===== src/rtl/can_txobj_pkg.sv =====
package can_txobj_pkg;
  localparam int CTRL_W    = 3;
  localparam int CTRL_RTR  = 0;
  localparam int CTRL_IE   = 1;
  localparam int CTRL_EN   = 2;
endpackage


===== src/rtl/txobj_bank.sv =====
module txobj_bank #(
  parameter int N_OBJ = 32,
  parameter int ID_W  = 29,
  localparam int IW   = $clog2(N_OBJ)
) (
  input  logic                       clk,
  input  logic                       rst,
  input  logic                       wr_en,
  input  logic [IW-1:0]              wr_idx,
  input  logic [2:0]                 wr_ctrl,
  input  logic [ID_W-1:0]            wr_id,
  input  logic                       fin_en,
  input  logic [IW-1:0]              fin_idx,
  input  logic [N_OBJ-1:0]           kill,
  output logic [N_OBJ-1:0]           en_q,
  output logic [N_OBJ-1:0]           rtr_q,
  output logic [N_OBJ-1:0]           ie_q,
  output logic [N_OBJ-1:0][ID_W-1:0] id_q
);
  import can_txobj_pkg::*;

  for (genvar g = 0; g < N_OBJ; g++) begin : g_obj
    logic hit_wr, hit_fin;
    assign hit_wr  = wr_en  && (wr_idx  == IW'(g));
    assign hit_fin = fin_en && (fin_idx == IW'(g));

    always_ff @(posedge clk) begin
      if (rst) begin
        en_q[g]  <= 1'b0;
        rtr_q[g] <= 1'b0;
        ie_q[g]  <= 1'b0;
        id_q[g]  <= '0;
      end else if (hit_wr) begin
        en_q[g]  <= wr_ctrl[CTRL_EN];
        rtr_q[g] <= wr_ctrl[CTRL_RTR];
        ie_q[g]  <= wr_ctrl[CTRL_IE];
        id_q[g]  <= wr_id;
      end else if (hit_fin || kill[g]) begin
        en_q[g]  <= 1'b0;
      end
    end
  end
endmodule


===== src/rtl/txobj_prio.sv =====
module txobj_prio #(
  parameter int N_OBJ = 32,
  localparam int IW   = $clog2(N_OBJ)
) (
  input  logic [N_OBJ-1:0] req,
  output logic             any,
  output logic [IW-1:0]    win
);
  always_comb begin
    any = |req;
    win = '0;
    for (int i = N_OBJ - 1; i >= 0; i--) begin
      if (req[i]) win = IW'(i);
    end
  end
endmodule


===== src/rtl/txobj_match.sv =====
module txobj_match #(
  parameter int N_OBJ = 32,
  parameter int ID_W  = 29
) (
  input  logic                       hit,
  input  logic [ID_W-1:0]            hit_id,
  input  logic [N_OBJ-1:0]           en,
  input  logic [N_OBJ-1:0]           rtr,
  input  logic [N_OBJ-1:0][ID_W-1:0] id,
  output logic [N_OBJ-1:0]           kill
);
  for (genvar g = 0; g < N_OBJ; g++) begin : g_cmp
    assign kill[g] = hit && en[g] && rtr[g] && (id[g] == hit_id);
  end
endmodule


===== src/rtl/can_txobj_arb.sv =====
module can_txobj_arb #(
  parameter int N_OBJ = 32,
  parameter int ID_W  = 29,
  localparam int IW   = $clog2(N_OBJ)
) (
  input  logic             clk,
  input  logic             rst,
  input  logic             cfg_we,
  input  logic [IW-1:0]    cfg_idx,
  input  logic [2:0]       cfg_ctrl,
  input  logic [ID_W-1:0]  cfg_id,
  input  logic             core_done,
  input  logic             core_ok,
  input  logic             rx_match,
  input  logic [ID_W-1:0]  rx_id,
  output logic             sel_valid,
  output logic [IW-1:0]    sel_idx,
  output logic             sel_rtr,
  output logic [N_OBJ-1:0] irq
);
  logic [N_OBJ-1:0]           en_q, rtr_q, ie_q, kill;
  logic [N_OBJ-1:0][ID_W-1:0] id_q;
  logic                       busy, any, fin;
  logic [IW-1:0]              win;

  assign fin = busy && core_done && core_ok;

  txobj_bank #(.N_OBJ(N_OBJ), .ID_W(ID_W)) u_bank (
    .clk(clk), .rst(rst),
    .wr_en(cfg_we), .wr_idx(cfg_idx), .wr_ctrl(cfg_ctrl), .wr_id(cfg_id),
    .fin_en(fin), .fin_idx(sel_idx), .kill(kill),
    .en_q(en_q), .rtr_q(rtr_q), .ie_q(ie_q), .id_q(id_q)
  );

  txobj_match #(.N_OBJ(N_OBJ), .ID_W(ID_W)) u_match (
    .hit(rx_match), .hit_id(rx_id), .en(en_q), .rtr(rtr_q), .id(id_q),
    .kill(kill)
  );

  txobj_prio #(.N_OBJ(N_OBJ)) u_prio (.req(en_q), .any(any), .win(win));

  always_ff @(posedge clk) begin
    if (rst) begin
      busy      <= 1'b0;
      sel_valid <= 1'b0;
      sel_idx   <= '0;
      sel_rtr   <= 1'b0;
      irq       <= '0;
    end else begin
      sel_valid <= 1'b0;
      irq       <= '0;
      if (!busy && any) begin
        busy      <= 1'b1;
        sel_valid <= 1'b1;
        sel_idx   <= win;
        sel_rtr   <= rtr_q[win];
      end else if (busy && core_done) begin
        busy <= 1'b0;
        if (fin && en_q[sel_idx] && ie_q[sel_idx] && !kill[sel_idx])
          irq[sel_idx] <= 1'b1;
      end
    end
  end
endmodule


===== config.mk =====
export PLATFORM = sky130hd
export DESIGN_NAME = can_txobj_arb
export DESIGN_NICKNAME = d
export VERILOG_FILES = /design/src/rtl/can_txobj_pkg.sv /design/src/rtl/txobj_bank.sv /design/src/rtl/txobj_prio.sv /design/src/rtl/txobj_match.sv /design/src/rtl/can_txobj_arb.sv
export SDC_FILE = /design/constraint.sdc
export NUM_CORES = 2
export LEC_CHECK = 0
export BUFFER_PORTS_ARGS = -buffer_cell sky130_fd_sc_hd__buf_2
export CAP_MARGIN = 15
export CORE_MARGIN = 3
export CORE_UTILIZATION = 45
export CTS_BUF_LIST = sky130_fd_sc_hd__clkbuf_8
export DETAILED_ROUTE_END_ITERATION = 6
export PLACE_DENSITY_LB_ADDON = 0.15
export SYNTH_ARGS = -nofsm -noshare
export SYNTH_HDL_FRONTEND = slang
export SYNTH_SLANG_ARGS = --single-unit

===== constraint.sdc =====
create_clock -name clk -period 3.2 [get_ports clk]
set_input_delay 0.32 -clock clk [delete_from_list [all_inputs] [get_ports clk]]
set_output_delay 0.32 -clock clk [all_outputs]
set_load 0.05 [all_outputs]

# == Yosys cells after proc, flatten, opt, wreduce, memory -nomap -nowiden ==
# Cells that the tools add are included.
# op_classes
order_cmp,3
eq_ne,94
n_mux,109
n_bitwise,2
n_reduce_logical,238
# ops
op,count
$eq 29x29->1,32
$logic_and 1x1->1,167
$eq 5x5->1 const B,32
$mux 5,32
$eq 5x4->1 const B,16
$mux 1,72
$reduce_bool 2->1,33
$eq 5x3->1 const B,8
$logic_or 1x1->1,32
$reduce_or 32->1,1
$bmux 1 s5,4
$eq 5x2->1 const B,4
$lt 5x6->1 const B,2
$eq 5x1->1 const B,2
$logic_not 5->1,2
$demux 1 s5,1
$ge 5x1->1 const B,1
$reduce_or 4->1,1
$logic_not 1->1,2
$not 1->1,2
# totals
ff_bits,1064
inputBits,72
out_inout_bits,39
wordCells,579

# == Logic depth before layout (Yosys ltp) ==
# logic_depth
depth_word,34
depth_mapped,13
depth_no_buf,9

# == By module ==
# From an unflattened synthesis, not the netlist that was laid out.
# hier_totals
cells_unflattened,6553
hier_area_um2,53675.2
# by_module_without_submodules
module,instances,cells_each,area_each_um2,seq_area_each_um2
txobj_bank,1,4801,39117.5,20499.7
txobj_match,1,1399,11349.6,0.0
can_txobj_arb,1,288,2822.7,800.8
txobj_prio,1,65,385.4,0.0

# == Worst setup path after synthesis ==
# Ideal clock, no wire load.
# synth_timing
kind,input-to-reg
from,input rx_id[24]
to,register irq[2]
setup_ns,0.115
t_arrival_ns,2.491
t_required_ns,3.085
slack_ns,0.593
path_stages,12
path_buffers,3
path_cell_list,buf_2 > buf_4 > xor2_1 > nor4_2 > nand4_1 > o41ai_4 > o32ai_1 > and3_1 > a311oi_2 > o221ai_2 > buf_6 > and3_1
# synth_between
elab_chain_cells,8
elab_cells_between_ends,70
cone_classes,eq/ne (32); mux (2); bitwise (1); reduce/logical (35)
# synth_rtl
element,line_no,source
from (decl),can_txobj_arb.sv:15,"input logic [ID_W-1:0] rx_id,"
$eq 29x29->1,txobj_match.sv:13,assign kill[g] = hit && en[g] && rtr[g] && (id[g] == hit_id);
$logic_and 1x1->1,txobj_match.sv:13,
$bmux 1 s5 *,can_txobj_arb.sv:59,if (fin && en_q[sel_idx] && ie_q[sel_idx] && !kill[sel_idx])
$mux 1 (not written as such) *,can_txobj_arb.sv:59,
$logic_not 1->1 *,can_txobj_arb.sv:59,
$logic_and 1x1->1 *,can_txobj_arb.sv:59,
$not 1->1 (no line) *,--,
$reduce_or 4->1 (no line) *,--,
to (signal assigned),can_txobj_arb.sv:48,irq <= '0;
to (signal assigned),can_txobj_arb.sv:51,irq <= '0;
"to (signal, indexed assignment)",can_txobj_arb.sv:60,irq[sel_idx] <= 1'b1;
to (decl),can_txobj_arb.sv:19,output logic [N_OBJ-1:0] irq
# Every way passes the cells marked *; elsewhere a longest branch is shown, timed or not. The select of a mux whose other input is x is not followed.
# A chain may end at the register's enable or synchronous reset.

# == Worst setup path in the final report ==
# layout_timing
from,register u_bank.id_q[281] (netlist name)
to,register irq[31]
# layout_between
elab_chain_cells,8
# layout_rtl
element,line_no,source
from (decl),txobj_bank.sv:18,output logic [N_OBJ-1:0][ID_W-1:0] id_q
"from (signal, indexed assignment)",txobj_bank.sv:37,id_q[g] <= wr_id;
$eq 29x29->1,txobj_match.sv:13,
$logic_and 1x1->1,txobj_match.sv:13,
$bmux 1 s5,can_txobj_arb.sv:59,
$mux 1 (not written as such),can_txobj_arb.sv:59,
$logic_not 1->1,can_txobj_arb.sv:59,
$logic_and 1x1->1,can_txobj_arb.sv:59,
$not 1->1 (no line),--,
$reduce_or 4->1 (no line),--,
# Every way passes these cells. The select of a mux whose other input is x is not followed.

==> impl_metrics.py <==
metrics = {
    "clock_network": {
        "h-tree-depth": 4,
        "postCtsSetupBuffers": 0,
        "clk_latency_ns": 0.88,
        "numCtsBuffers": 182,
        "path_clk_slew_ns": 0.06,
        "cts_sinks": 1064,
        "cts_tree": "yes",
        "cts_root_buffer": "clkbuf_8",
        "cts_buffer_depth": 3,
    },
    "worst_hold_path": {
        "worstHoldPathCells": 3,
        "hold_start": "cfg_ctrl[2]",
        "min_to": "u_bank.en_q[0]",
        "hp-class": "in -> reg",
    },
    "pwr": {
        "p_leak_nw": 21.54,
        "p_switching_w": 0.008047,
        "netSwitchingFraction_pct": 27.75,
        "internal-power_w": 0.02096,
        "seqPwrFrac_pct": 46.4,
        "totalPowerFinal_w": 0.02900,
        "combPwrFrac_pct": 10.1,
        "power_density_mw_per_mm2": 505.5,
        "vdd_drop_max_uv": 368.1,
        "pwr-share-clk_pct": 43.5,
    },
    "die": {
        "core_mm2": 0.1090,
        "dieArea_mm2": 0.1140,
        "die_h_um": 337.6,
        "pin_count": 111,
        "die_w_um": 337.6,
        "num_rows": 121,
        "initial_core_util_pct": 45.41,
    },
    "synthesis": {
        "synth_edf_count": 0,
        "synth.area.mux_share_pct": 0.4576,
        "synth_top_family_by_area": "simple AND/OR/NAND/NOR gates",
        "synth_ff_type": "dfxtp_1",
        "synth-xor-area-share_pct": 16.44,
        "synth-simple-area-share_pct": 22.15,
        "syn_area_mm2": 0.04949,
        "yosys.area_share.adder_pct": 0,
        "yosysSeqAreaShare_pct": 43.04,
        "async_reset_ff_share_pct": 0,
        "synth_cells": 6351,
        "synth-compound-area-share_pct": 12.33,
        "yosysWarnings": 0,
        "synth_seq_cells": 1064,
        "avgSynthCellArea_um2": 7.793,
        "syn_nets": 6423,
        "synthDistinctLibCells": 73,
    },
    "placed_design": {
        "dpl.hpwl_mm": 130.0,
        "portBuffers": 110,
        "gp_congestion": 1.016,
    },
    "drt": {
        "routedWlPerCell_um": 25.22,
        "vias": 46090,
        "wirelength_mm": 204.1,
        "drtAntennaViolNets": 0,
        "drtPass1Iterations": 5,
        "drt_iter0_markers": 5800,
        "drc_errors": 0,
        "viasPerCell": 5.696,
    },
    "global_routing": {
        "overflow": 0,
        "grt_usage_pct": 34.95,
        "grt_pass1_vias": 42480,
        "antenna_found_initial": 10,
        "grt_start_max_net_pins": 219,
        "grt_pass1_wl_mm": 293.8,
    },
    "timing": {
        "holdWs_ns": 0.07769,
        "slew_headroom_pct": 21.60,
        "maxSlewViolCount": 0,
        "hold_viol_final": 0,
        "tightest_slew_ns": 1.176,
        "final.setup.tns_ns": 0,
        "clock_skew_ns": 0.05053,
        "fmax_mhz": 317.5,
        "rsz0062_at_grt": "false",
        "finalCriticalPeriod_ns": 3.149,
        "setup_viol": 0,
        "final.period_utilization_pct": 98.42,
    },
    "finish": {
        "num-nets-final": 6596,
        "n_fill_cell": 10460,
        "ff_latch_area_mm2": 0.02130,
        "drive_gt1_share_pct": 12.80,
        "final_util_pct": 52.64,
        "layout_common_cells": "nand2_1 (2,089), dfxtp_1 (1,063), a21oi_1 (1,032)",
        "multi_input_area_mm2": 0.02559,
        "area_growth_pct": 15.92,
        "layout_commonest_cell": "nand2_1",
    },
    "setup_path": {
        "r2r_slack_ns": 0.05,
        "path_class": "reg -> reg",
        "rr_startpoint": "u_bank.id_q[281]",
        "r2r_cells": 12,
        "crit_fanout": 32,
        "crit_path_start": "u_bank.id_q[281]",
        "r2r_end": "irq[31]",
        "cp-start-kind": "flop",
        "required_ns": 3.96,
        "cp.arrival_ns": 3.91,
        "worstSetupEndpointType": "flop",
    },
    "run_status": {
        "status": "complete, no violations",
    },
    "job": {
        "maxCapViolations": 0,
    },
}
[final cells by class]
class,instances,share of cell area [%]
multi-input combinational,4719,44.60
sequential,1064,37.13
timing repair buffer,539,8.531
clock buffer,237,5.685
tap,1414,3.084
clock inverter,94,0.8330
inverter,18,0.1178
antenna,6,0.02617
[kinds of logic after synthesis]
| logic type | Yosys count |
|---|---|
| AO/OA/AOI/OAI | 1141 |
| AND/OR/NAND/NOR | 2634 |
| buffers and inverters | 568 |
| XOR/XNOR | 928 |
| flip-flops | 1064 |
| multiplexers | 16 |
[worst max path at each step]
stage | to | slack, ns | cells past startpoint
6_report | irq[31] | 0.05 | 12
3_3_place_gp | irq[30] | -0.61 | 15
5_1_grt | irq[26] | 0.007 | 13
4_1_cts | irq[31] | 0.04 | 11
3_5_place_dp | irq[30] | -0.63 | 15
2_1_floorplan | irq[2] | 0.59 | 12
[repair_timing]
| action | 4_1_cts | 5_1_grt |
|---|---|---|
| gates resized for setup | 4 | 8 |
| pin swaps | 0 | 3 |
| hold buffers | 21 | 0 |
| setup endpoints to repair | 32 | 32 |
| endpoints found under the hold margin | 235 | 0 |
[per-stage QoR]
stage | setup slack, ns | area (um2) | std cells
after floorplan | 0.5932 | 49490 | 6351
after global placement | -0.6149 | 53310 | 7732
after detailed placement | -0.6291 | 53330 | 7733
after CTS | 0.04322 | 57310 | 8085
after global routing | 0.007367 | 57370 | 8089
final | 0.05056 | 57380 | 8091
[power by group through the flow]
| stage | Combinational [W] | Sequential, W | Clock, W |
|---|---|---|---|
| 2_1_floorplan | 0.00147 | 0.0137 | 0 |
| 3_3_place_gp | 0.00282 | 0.0137 | 0 |
| 3_5_place_dp | 0.00282 | 0.0137 | 0 |
| 4_1_cts | 0.00285 | 0.0134 | 0.0127 |
| 5_1_grt | 0.00300 | 0.0134 | 0.0133 |
| 6_report | 0.00294 | 0.0134 | 0.0126 |
[Yosys cell counts (all sizes together) (4+ instances only)]
library cell,number,share of area (%)
nand2,2090,16
dfxtp,1064,43
a21oi,1034,10
xor2,682,12
clkbuf,426,3.2
xnor2,246,4.4
nor4,192,2.5
buf,124,2.2
nor2,114,0.86
nand4,98,1.2
and3,38,0.48
nand3,30,0.30
nor3,22,0.22
a211oi,20,0.31
o41ai,20,0.44
inv,18,0.14
nand2b,17,0.21
o21ai,17,0.17
nor2b,11,0.14
mux2i,8,0.16
o221ai,8,0.17
or4,6,0.091
mux4,5,0.23
o32ai,5,0.088
or2,5,0.063
o2111ai,4,0.071
o31ai,4,0.061
[flip-flops by register name, indices dropped and copies added, names as in the netlist]
register      count
u_bank.id_q     928
irq              32
u_bank.en_q      32
u_bank.ie_q      32
u_bank.rtr_q     32
sel_idx           5
busy              1
sel_rtr           1
sel_valid         1
[metal layers]
layer / vias up / wire (um) / global-route usage, % / part of all wire [%]
met2: 2366 / 90520 / 54.27 / 44
met3: 532 / 20220 / 7.171 / 9.9
met4: 4 / 10040 / 15.68 / 4.9
met5: - / 27 / 0 / 0.013
li1: 21100 / - / - / -
met1: 22090 / 83290 / 46.84 / 41
[critical path, stage by stage, from the launching register on]
cell,delay [ns]
dfxtp_1,0.32
xor2_1,0.16
nor4_1,0.41
buf_4,0.19
nand4_1,0.13
nor4_2,0.51
buf_4,0.20
o221ai_1,0.16
o31ai_1,0.11
a221o_1,0.26
o221ai_2,0.18
buf_12,0.23
and3_1,0.16
Note: power is estimated with default switching activity, not from simulation.
